--- src/rtl/irq_pkg.sv ---
package irq_pkg;
    localparam int NVEC  = 7;
    localparam int VW    = $clog2(NVEC);
    localparam int NI2C  = 4;
    localparam int NFLAG = 8 + NI2C;
    localparam int NEN   = NVEC + NI2C + 1;

    // flag bit positions
    localparam int F_X0  = 0;
    localparam int F_T0  = 1;
    localparam int F_X1  = 2;
    localparam int F_T1  = 3;
    localparam int F_SRX = 4;
    localparam int F_STX = 5;
    localparam int F_T2O = 6;
    localparam int F_T2X = 7;
    localparam int F_I2C = 8;

    // enable bit positions
    localparam int E_I2C = NVEC;
    localparam int E_GLB = NVEC + NI2C;

    typedef enum logic [1:0] {
        S_IDLE = 2'd0,
        S_REQ  = 2'd1,
        S_SERV = 2'd2
    } irq_state_e;
endpackage

--- src/rtl/irq_tick.sv ---
module irq_tick #(
    parameter int DIV = 12
) (
    input  logic clk,
    input  logic rst_n,
    output logic tick
);
    localparam int CW = (DIV > 1) ? $clog2(DIV) : 1;

    logic [CW-1:0] cnt;

    always_ff @(posedge clk or negedge rst_n) begin
        if (!rst_n)
            cnt <= '0;
        else if (cnt == CW'(DIV - 1))
            cnt <= '0;
        else
            cnt <= cnt + 1'b1;
    end

    assign tick = (cnt == CW'(DIV - 1));
endmodule

--- src/rtl/irq_ext_sense.sv ---
module irq_ext_sense (
    input  logic clk,
    input  logic rst_n,
    input  logic pin,
    input  logic edge_mode,
    input  logic tick,
    output logic evt
);
    logic [1:0] sync_q;
    logic       samp_q;

    always_ff @(posedge clk or negedge rst_n) begin
        if (!rst_n) begin
            sync_q <= 2'b11;
            samp_q <= 1'b1;
            evt    <= 1'b0;
        end else begin
            sync_q <= {sync_q[0], pin};
            if (tick) begin
                samp_q <= sync_q[1];
                // edge: high sample then low sample; level: any low sample
                evt    <= edge_mode ? (samp_q & ~sync_q[1]) : ~sync_q[1];
            end else begin
                evt    <= 1'b0;
            end
        end
    end
endmodule

--- src/rtl/irq_bit_bank.sv ---
module irq_bit_bank #(
    parameter int N = 12
) (
    input  logic         clk,
    input  logic         rst_n,
    input  logic [N-1:0] set_i,
    input  logic [N-1:0] clr_i,
    output logic [N-1:0] q
);
    always_ff @(posedge clk or negedge rst_n) begin
        if (!rst_n)
            q <= '0;
        else
            q <= (q & ~clr_i) | set_i;
    end
endmodule

--- src/rtl/irq_prio_enc.sv ---
module irq_prio_enc #(
    parameter int N = 7,
    parameter int W = 3
) (
    input  logic [N-1:0] pend,
    output logic         any,
    output logic [W-1:0] idx
);
    always_comb begin
        idx = '0;
        for (int i = N - 1; i >= 0; i--) begin
            if (pend[i]) idx = W'(i);
        end
    end

    assign any = |pend;
endmodule

--- src/rtl/irq_ctrl.sv ---
module irq_ctrl
    import irq_pkg::*;
#(
    parameter int SAMPLE_DIV = 12
) (
    input  logic             clk,
    input  logic             rst_n,
    input  logic [1:0]       ext_pin,
    input  logic [1:0]       ext_mode,
    input  logic             tmr0_ovf,
    input  logic             tmr1_ovf,
    input  logic             tmr2_ovf,
    input  logic             tmr2_ext,
    input  logic             ser_rx_done,
    input  logic             ser_tx_done,
    input  logic [NI2C-1:0]  i2c_evt,
    input  logic [NFLAG-1:0] flag_set,
    input  logic [NFLAG-1:0] flag_clr,
    input  logic [NEN-1:0]   en_set,
    input  logic [NEN-1:0]   en_clr,
    input  logic             irq_ack,
    input  logic             irq_reti,
    output logic [NFLAG-1:0] flags,
    output logic             irq_req,
    output logic [VW-1:0]    irq_vec
);
    localparam int NPIN = 2;
    localparam int PIN_FLAG [NPIN] = '{F_X0, F_X1};

    logic             tick;
    logic [NPIN-1:0]  ext_evt;
    logic [NFLAG-1:0] hw_evt;
    logic [NFLAG-1:0] auto_clr;
    logic [NEN-1:0]   en_q;
    logic [NVEC-1:0]  pend;
    logic             any_pend;
    logic [VW-1:0]    win;
    logic [VW-1:0]    vec_q;
    logic             take;
    irq_state_e       state, nxt;

    irq_tick #(.DIV(SAMPLE_DIV)) u_tick (
        .clk   (clk),
        .rst_n (rst_n),
        .tick  (tick)
    );

    for (genvar p = 0; p < NPIN; p++) begin : g_pin
        irq_ext_sense u_sense (
            .clk       (clk),
            .rst_n     (rst_n),
            .pin       (ext_pin[p]),
            .edge_mode (ext_mode[p]),
            .tick      (tick),
            .evt       (ext_evt[p])
        );
    end

    always_comb begin
        hw_evt = '0;
        for (int p = 0; p < NPIN; p++) hw_evt[PIN_FLAG[p]] = ext_evt[p];
        hw_evt[F_T0]  = tmr0_ovf;
        hw_evt[F_T1]  = tmr1_ovf;
        hw_evt[F_SRX] = ser_rx_done;
        hw_evt[F_STX] = ser_tx_done;
        hw_evt[F_T2O] = tmr2_ovf;
        hw_evt[F_T2X] = tmr2_ext;
        hw_evt[F_I2C +: NI2C] = i2c_evt;
    end

    irq_bit_bank #(.N(NFLAG)) u_flags (
        .clk   (clk),
        .rst_n (rst_n),
        .set_i (flag_set | hw_evt),
        .clr_i (flag_clr | auto_clr),
        .q     (flags)
    );

    irq_bit_bank #(.N(NEN)) u_en (
        .clk   (clk),
        .rst_n (rst_n),
        .set_i (en_set),
        .clr_i (en_clr),
        .q     (en_q)
    );

    // per-vector pending, all gated by the global enable
    always_comb begin
        pend[0] = flags[F_X0];
        pend[1] = flags[F_T0];
        pend[2] = flags[F_X1];
        pend[3] = flags[F_T1];
        pend[4] = flags[F_SRX] | flags[F_STX];
        pend[5] = flags[F_T2O] | flags[F_T2X];
        pend[6] = |(flags[F_I2C +: NI2C] & en_q[E_I2C +: NI2C]);
        pend    = pend & en_q[NVEC-1:0] & {NVEC{en_q[E_GLB]}};
    end

    irq_prio_enc #(.N(NVEC), .W(VW)) u_enc (
        .pend (pend),
        .any  (any_pend),
        .idx  (win)
    );

    // state register
    always_ff @(posedge clk or negedge rst_n) begin
        if (!rst_n) begin
            state <= S_IDLE;
            vec_q <= '0;
        end else begin
            state <= nxt;
            if (state == S_IDLE && any_pend) vec_q <= win;
        end
    end

    // transitions
    always_comb begin
        nxt = state;
        unique case (state)
            S_IDLE:  if (any_pend) nxt = S_REQ;
            S_REQ:   if (irq_ack)  nxt = S_SERV;
            S_SERV:  if (irq_reti) nxt = S_IDLE;
            default: nxt = S_IDLE;
        endcase
    end

    // outputs and acknowledge side effects
    always_comb begin
        irq_req  = (state == S_REQ);
        irq_vec  = vec_q;
        take     = (state == S_REQ) && irq_ack;
        auto_clr = '0;
        if (take) begin
            case (vec_q)
                VW'(0):  auto_clr[F_X0] = ext_mode[0];
                VW'(1):  auto_clr[F_T0] = 1'b1;
                VW'(2):  auto_clr[F_X1] = ext_mode[1];
                VW'(3):  auto_clr[F_T1] = 1'b1;
                default: auto_clr = '0;
            endcase
        end
    end
endmodule

--- config.mk ---
export PLATFORM = sky130hd
export DESIGN_NAME = irq_ctrl
export DESIGN_NICKNAME = d
export VERILOG_FILES = /design/src/rtl/irq_pkg.sv /design/src/rtl/irq_tick.sv /design/src/rtl/irq_ext_sense.sv /design/src/rtl/irq_bit_bank.sv /design/src/rtl/irq_prio_enc.sv /design/src/rtl/irq_ctrl.sv
export SDC_FILE = /design/constraint.sdc
export NUM_CORES = 1
export LEC_CHECK = 0
export BUFFER_PORTS_ARGS = -buffer_cell sky130_fd_sc_hd__buf_2
export CAP_MARGIN = 30
export CORE_MARGIN = 2
export CORE_UTILIZATION = 35
export DETAILED_ROUTE_END_ITERATION = 6
export HOLD_SLACK_MARGIN = 0.05
export SETUP_SLACK_MARGIN = 0.4
export SYNTH_ARGS = -nofsm -noshare
export SYNTH_HDL_FRONTEND = slang
export SYNTH_SLANG_ARGS = --single-unit
export TNS_END_PERCENT = 5
--- constraint.sdc ---
create_clock -name clk -period 1.5 [get_ports clk]
set_input_delay 0.3 -clock clk [delete_from_list [all_inputs] [get_ports clk]]
set_output_delay 0.3 -clock clk [all_outputs]
set_load 0.01 [all_outputs]
Word-level counts from Yosys, hierarchy flattened
Cells that the tools add are included.

Word-level logic and storage cells: 66. Bits of input ports: 66. Bits in registers: 41.

Eq/ne operators: 9. Muxes and demuxes: 21. Bitwise logic cells: 17. Reduce and logical (&&, ||, !) cells: 7. Add/subtract/negate cells: 1.

Operators with widths (number): 12-bit OR (4); 12-bit AND (2); 12-bit NOT (2); 3-bit two-way mux (7); 7-bit AND (2); 1-bit two-way mux (8); 4-bit two-way mux (2); 7-bit OR reduction (1); 3-bit by 2-bit == test with 1-bit output (second input constant) (2); 2-bit two-way mux (3); 2-bit inequality test (second input constant) (3); 2-bit case mux with 3 select lines (1); 4-bit by 1-bit adder with 4-bit output (second input constant) (1); 4-bit AND (1); 4-bit == test (second input constant) (1); 4-bit OR reduction (1); 3-bit by 1-bit == test with 1-bit output (second input constant) (1); 3-bit zero test (1); 3-bit AND reduction (1); 1-bit AND (2); 2-bit by 1-bit == test with 1-bit output (second input constant) (1); 2-bit == test (second input constant) (1); 1-bit logical AND (2); 2-bit zero test (1); 2 further kinds (4).

Longest topological paths before layout
Depth after elaboration: 11. Depth in mapped cells: 5.

Cells and area by module
Synthesis repeated with hierarchy kept, for this count alone.

Cells, all modules: 155. Area total of the unflattened synthesis: 1816.7 um^2.

Modules (own cells, without submodules): irq_bit_bank (instances 2, area an instance 435.4 um^2, cells an instance 36, sequential area each 300.3 um^2); irq_ctrl (instances 1, area an instance 424.2 um^2, cells an instance 44, sequential area each 125.1 um^2); irq_ext_sense (instances 2, area an instance 137.6 um^2, cells an instance 7, sequential area each 103.8 um^2); irq_tick (instances 1, area an instance 173.9 um^2, cells an instance 14, sequential area each 100.1 um^2); irq_prio_enc (instances 1, area an instance 72.6 um^2, cells an instance 11, sequential area each 0.0 um^2).

Worst setup path after synthesis
No wires, ideal clock.

Path kind: flip-flop to flip-flop. Start point: register u_tick.cnt[0]. End point: register g_pin[0].u_sense.samp_q. Arrival: 1.161 ns. Setup slack: 0.257 ns. Cell stages (with the launch flop): 5. Library setup time: 0.082 ns. Path through: dfrtp_1 -> ha_1 -> nor2b_1 -> nand2_1 -> mux2_2.

Cells in the longest elaborated chain, start to end: 1.

RTL lines: start, declared (line irq_tick.sv:10) `logic [CW-1:0] cnt;`; start signal, assigned (line irq_tick.sv:18) `cnt <= cnt + 1'b1;`; 4-bit == test (line irq_tick.sv:21) `assign tick = (cnt == CW'(DIV - 1));`; end signal, assigned (line irq_ext_sense.sv:20) `samp_q <= sync_q[1];`; end, declared (line irq_ext_sense.sv:10) `logic samp_q;`.

Every way passes these cells. A chain may end at the register's enable or synchronous reset.

Final worst setup path
Start point: register state[0]. End point: output port irq_req.

Cells in the longest elaborated chain, start to end: 1.

RTL lines: start, declared (line irq_ctrl.sv:40) `irq_state_e state, nxt;`; start signal, assigned (line irq_ctrl.sv:111) `state <= nxt;`; 2-bit by 1-bit == test with 1-bit output (line irq_ctrl.sv:129) `irq_req = (state == S_REQ);`; end, declared (line irq_ctrl.sv:24) `output logic irq_req,`.

Every way passes these cells.

==> flow_summary.ini <==
[die]
io_pins = 82
start_util_pct = 36.05
die_w_um = 73.52
core_area_mm2 = 0.004692
die_y_um = 73.52
dieArea_mm2 = 0.005405
rows = 25

[grt]
grt_pass1_wl_um = 5816
grt_start_max_net_pins = 18
overflow = 0
grt_pass1_vias = 1375
grt_use_total_pct = 14.13
antenna_found_initial = 0

[setup_path]
reg2reg_to = u_flags.q[1]
r2r_slack_ps = 190
end_kind = output port
crit_path_max_incr_delay_ps = 410
start_kind = flop
cp_max_fo = 4
r2r_start = state[1]
reg2reg_depth = 4
crit_buf_inv = 1
worstPathCellList = and2b_2, buf_6
slowest_stage = dfrtp_1
critical_path.top_delay_family = flip-flops
crit_type = flop to output port
cp.arrival_ps = 1040
critPathRequiredTime_ps = 1200

[synthesis]
synth_seq_cells = 41
synthArstFlopShare_pct = 100.0
ys_dominant_reg_cell = dfrtp_1
synth_area_mm2 = 0.001692
yosysSeqAreaShare_pct = 61.09
synth_xor_area_share_pct = 0
netlist-cell-type-count = 33
synth_compound_area_share_pct = 19.82
yosysWarnings = 0
synth.avg_cell_area_um2 = 11.13
synthCells = 152
synth_top_family_by_area = compound AO/OA/AOI/OAI gates
synth-edff-count = 0
synth-simple-area-share_pct = 10.80
syn_nets = 219
synth.mux.area_fraction_pct = 1.331
synth-adder-area-share_pct = 0.7396

[detailed_routing]
dr.first_iter.drc_count = 52
avgRoutedWirePerCell_um = 12.01
num_vias = 1405
drc = 0
detail-route-antenna-nets = 0
first_pass_iters = 5
drt_wl_total_um = 3590
vias_per_cell = 4.699

[timing]
tns_ps = 0
worst_pin_slew_ps = 384.0
hold_viol_final = 0
period_share_pct = 89.59
relSlewSlack_pct = 74.29
setup_violations = 0
rsz0062_at_grt = yes
slew_violations = 0
timing.fmax_mhz = 744.2
period_needed_ps = 1344
finClkSkew_ps = 10.89

[placed_design]
gp_congestion = 0.7251
hpwl_um = 2936
port_buffers = 81

[power_and_ir_drop]
ir_drop_mv = 0.6264
p_per_area_mw_per_mm2 = 1201
total_leakage_power_nw = 1.218

[final_layout]
seqCellArea_mm2 = 0.001035
diodes = 0
num-nets-final = 311
synthToLayoutAreaGrowth_pct = 37.06
multi_input_area_um2 = 555.5
nFillCells = 452
final_common_cell = buf_2
final_cell_mix = buf_2, dfrtp_1, inv_1
drive_above_1_share_pct = 42.86
final_util_pct = 49.41

[clock_network]
root_buffer = clkbuf_8
cts_buffer_depth = 2
cts_made_buffers = 5
cts_htree_levels = 2
clk_pin_slew_worst_paths_ps = 80
cts_num_sinks = 41
cts_tree = done
clock_latency_ps = 290

[min_path]
hold_depth = 1
hp-class = input pin to flop
hold_start = ext_pin[1]
holdPathEnd = g_pin[1].u_sense.sync_q[0]

[run_status]
status = finished, final reports clean

[job]
drv_cap = 0
how the worst max path moves through the flow:
stage / from / slack, ps / cells past startpoint / endpoint
floorplan: irq_vec[2] / 260 / 4 / u_flags.q[1]
finish: state[0] / 160 / 2 / irq_req
CTS: state[0] / 150 / 2 / irq_req
detailed placement: u_en.q[11] / 130 / 3 / irq_vec[0]
global placement: u_en.q[11] / 150 / 3 / irq_vec[0]
global route: state[1] / 100 / 4 / u_flags.q[1]
worst reg2reg max path, delay by kind of cell (launching register included):
family,cells,cell delay [ps]
DFF,1,390
AOI/OAI and AO/OA,1,350
and+or+nand+nor,3,450
sequential cells by signal, indices dropped and copies added (netlist names):
register              count
u_flags.q                12
u_en.q                   12
state                     2
irq_vec                   3
g_pin.u_sense.evt         2
g_pin.u_sense.samp_q      2
g_pin.u_sense.sync_q      4
u_tick.cnt                4
power breakdown:
part           switching, mW  internal (mW)  leakage, nW
sequential             0.107           1.22        0.449
clock                  0.358          0.499       0.0554
combinational          0.269          0.327        0.715
total                  0.734           2.05         1.22
logic make-up after synthesis:
logic type / Yosys count
AOI/OAI and AO/OA: 45
adders and majority gates: 1
DFF: 41
and+or+nand+nor: 36
muxes: 2
buffers and inverters: 27
repair_timing:
action	4_1_cts	5_1_grt
buffers inserted	2	0
endpoints found under the setup margin	28	33
hold buffers	1	0
hold endpoints to repair	9	0
resized for setup	2	0
Yosys cell counts (2+ instances only):
| library cell | n | area, um^2 |
|---|---|---|
| a21o_1 | 12 | 90.09 |
| a21oi_1 | 2 | 10.01 |
| a22o_1 | 5 | 43.79 |
| a311o_1 | 3 | 30.03 |
| dfrtp_1 | 35 | 875.8 |
| dfstp_2 | 6 | 157.7 |
| inv_1 | 26 | 97.59 |
| mux2_2 | 2 | 22.52 |
| nand2_1 | 8 | 30.03 |
| nand2b_1 | 3 | 18.77 |
| nand3_1 | 4 | 20.02 |
| nor2_1 | 10 | 37.54 |
| nor2b_1 | 3 | 18.77 |
| nor3_1 | 2 | 10.01 |
| o211ai_1 | 3 | 22.52 |
| o21ai_0 | 11 | 55.05 |
cell type report:
class | count | share of cell area, %
clock inverter | 2 | 1.673
sequential | 41 | 44.63
timing repair buffer | 86 | 19.48
tap | 54 | 2.914
multi-input combinational | 84 | 23.96
clock buffer | 6 | 3.130
inverter | 26 | 4.209
routing by layer:
layer | track usage (%) | vias to the layer above | part of all wire, %
li1 | - | 703 | -
met1 | 17.33 | 657 | 44
met2 | 24.70 | 41 | 50
met3 | 3.155 | 4 | 4.8
met4 | 4.242 | 0 | 0.97
met5 | 0 | - | 0
stage by stage:
step	setup WS (ps)	hold WS (ps)	power, mW	cells	area, um^2
after global routing	100.7	86.49	2.958	299	2318
after floorplan	263.6	4.409	1.641	152	1694
final	156.2	106.6	2.785	299	2318
after global placement	148.4	229.7	1.885	288	2175
after detailed placement	132.3	238.5	1.893	288	2175
after CTS	147.0	94.44	2.826	299	2318
Note: power is estimated with default switching activity, not from simulation.
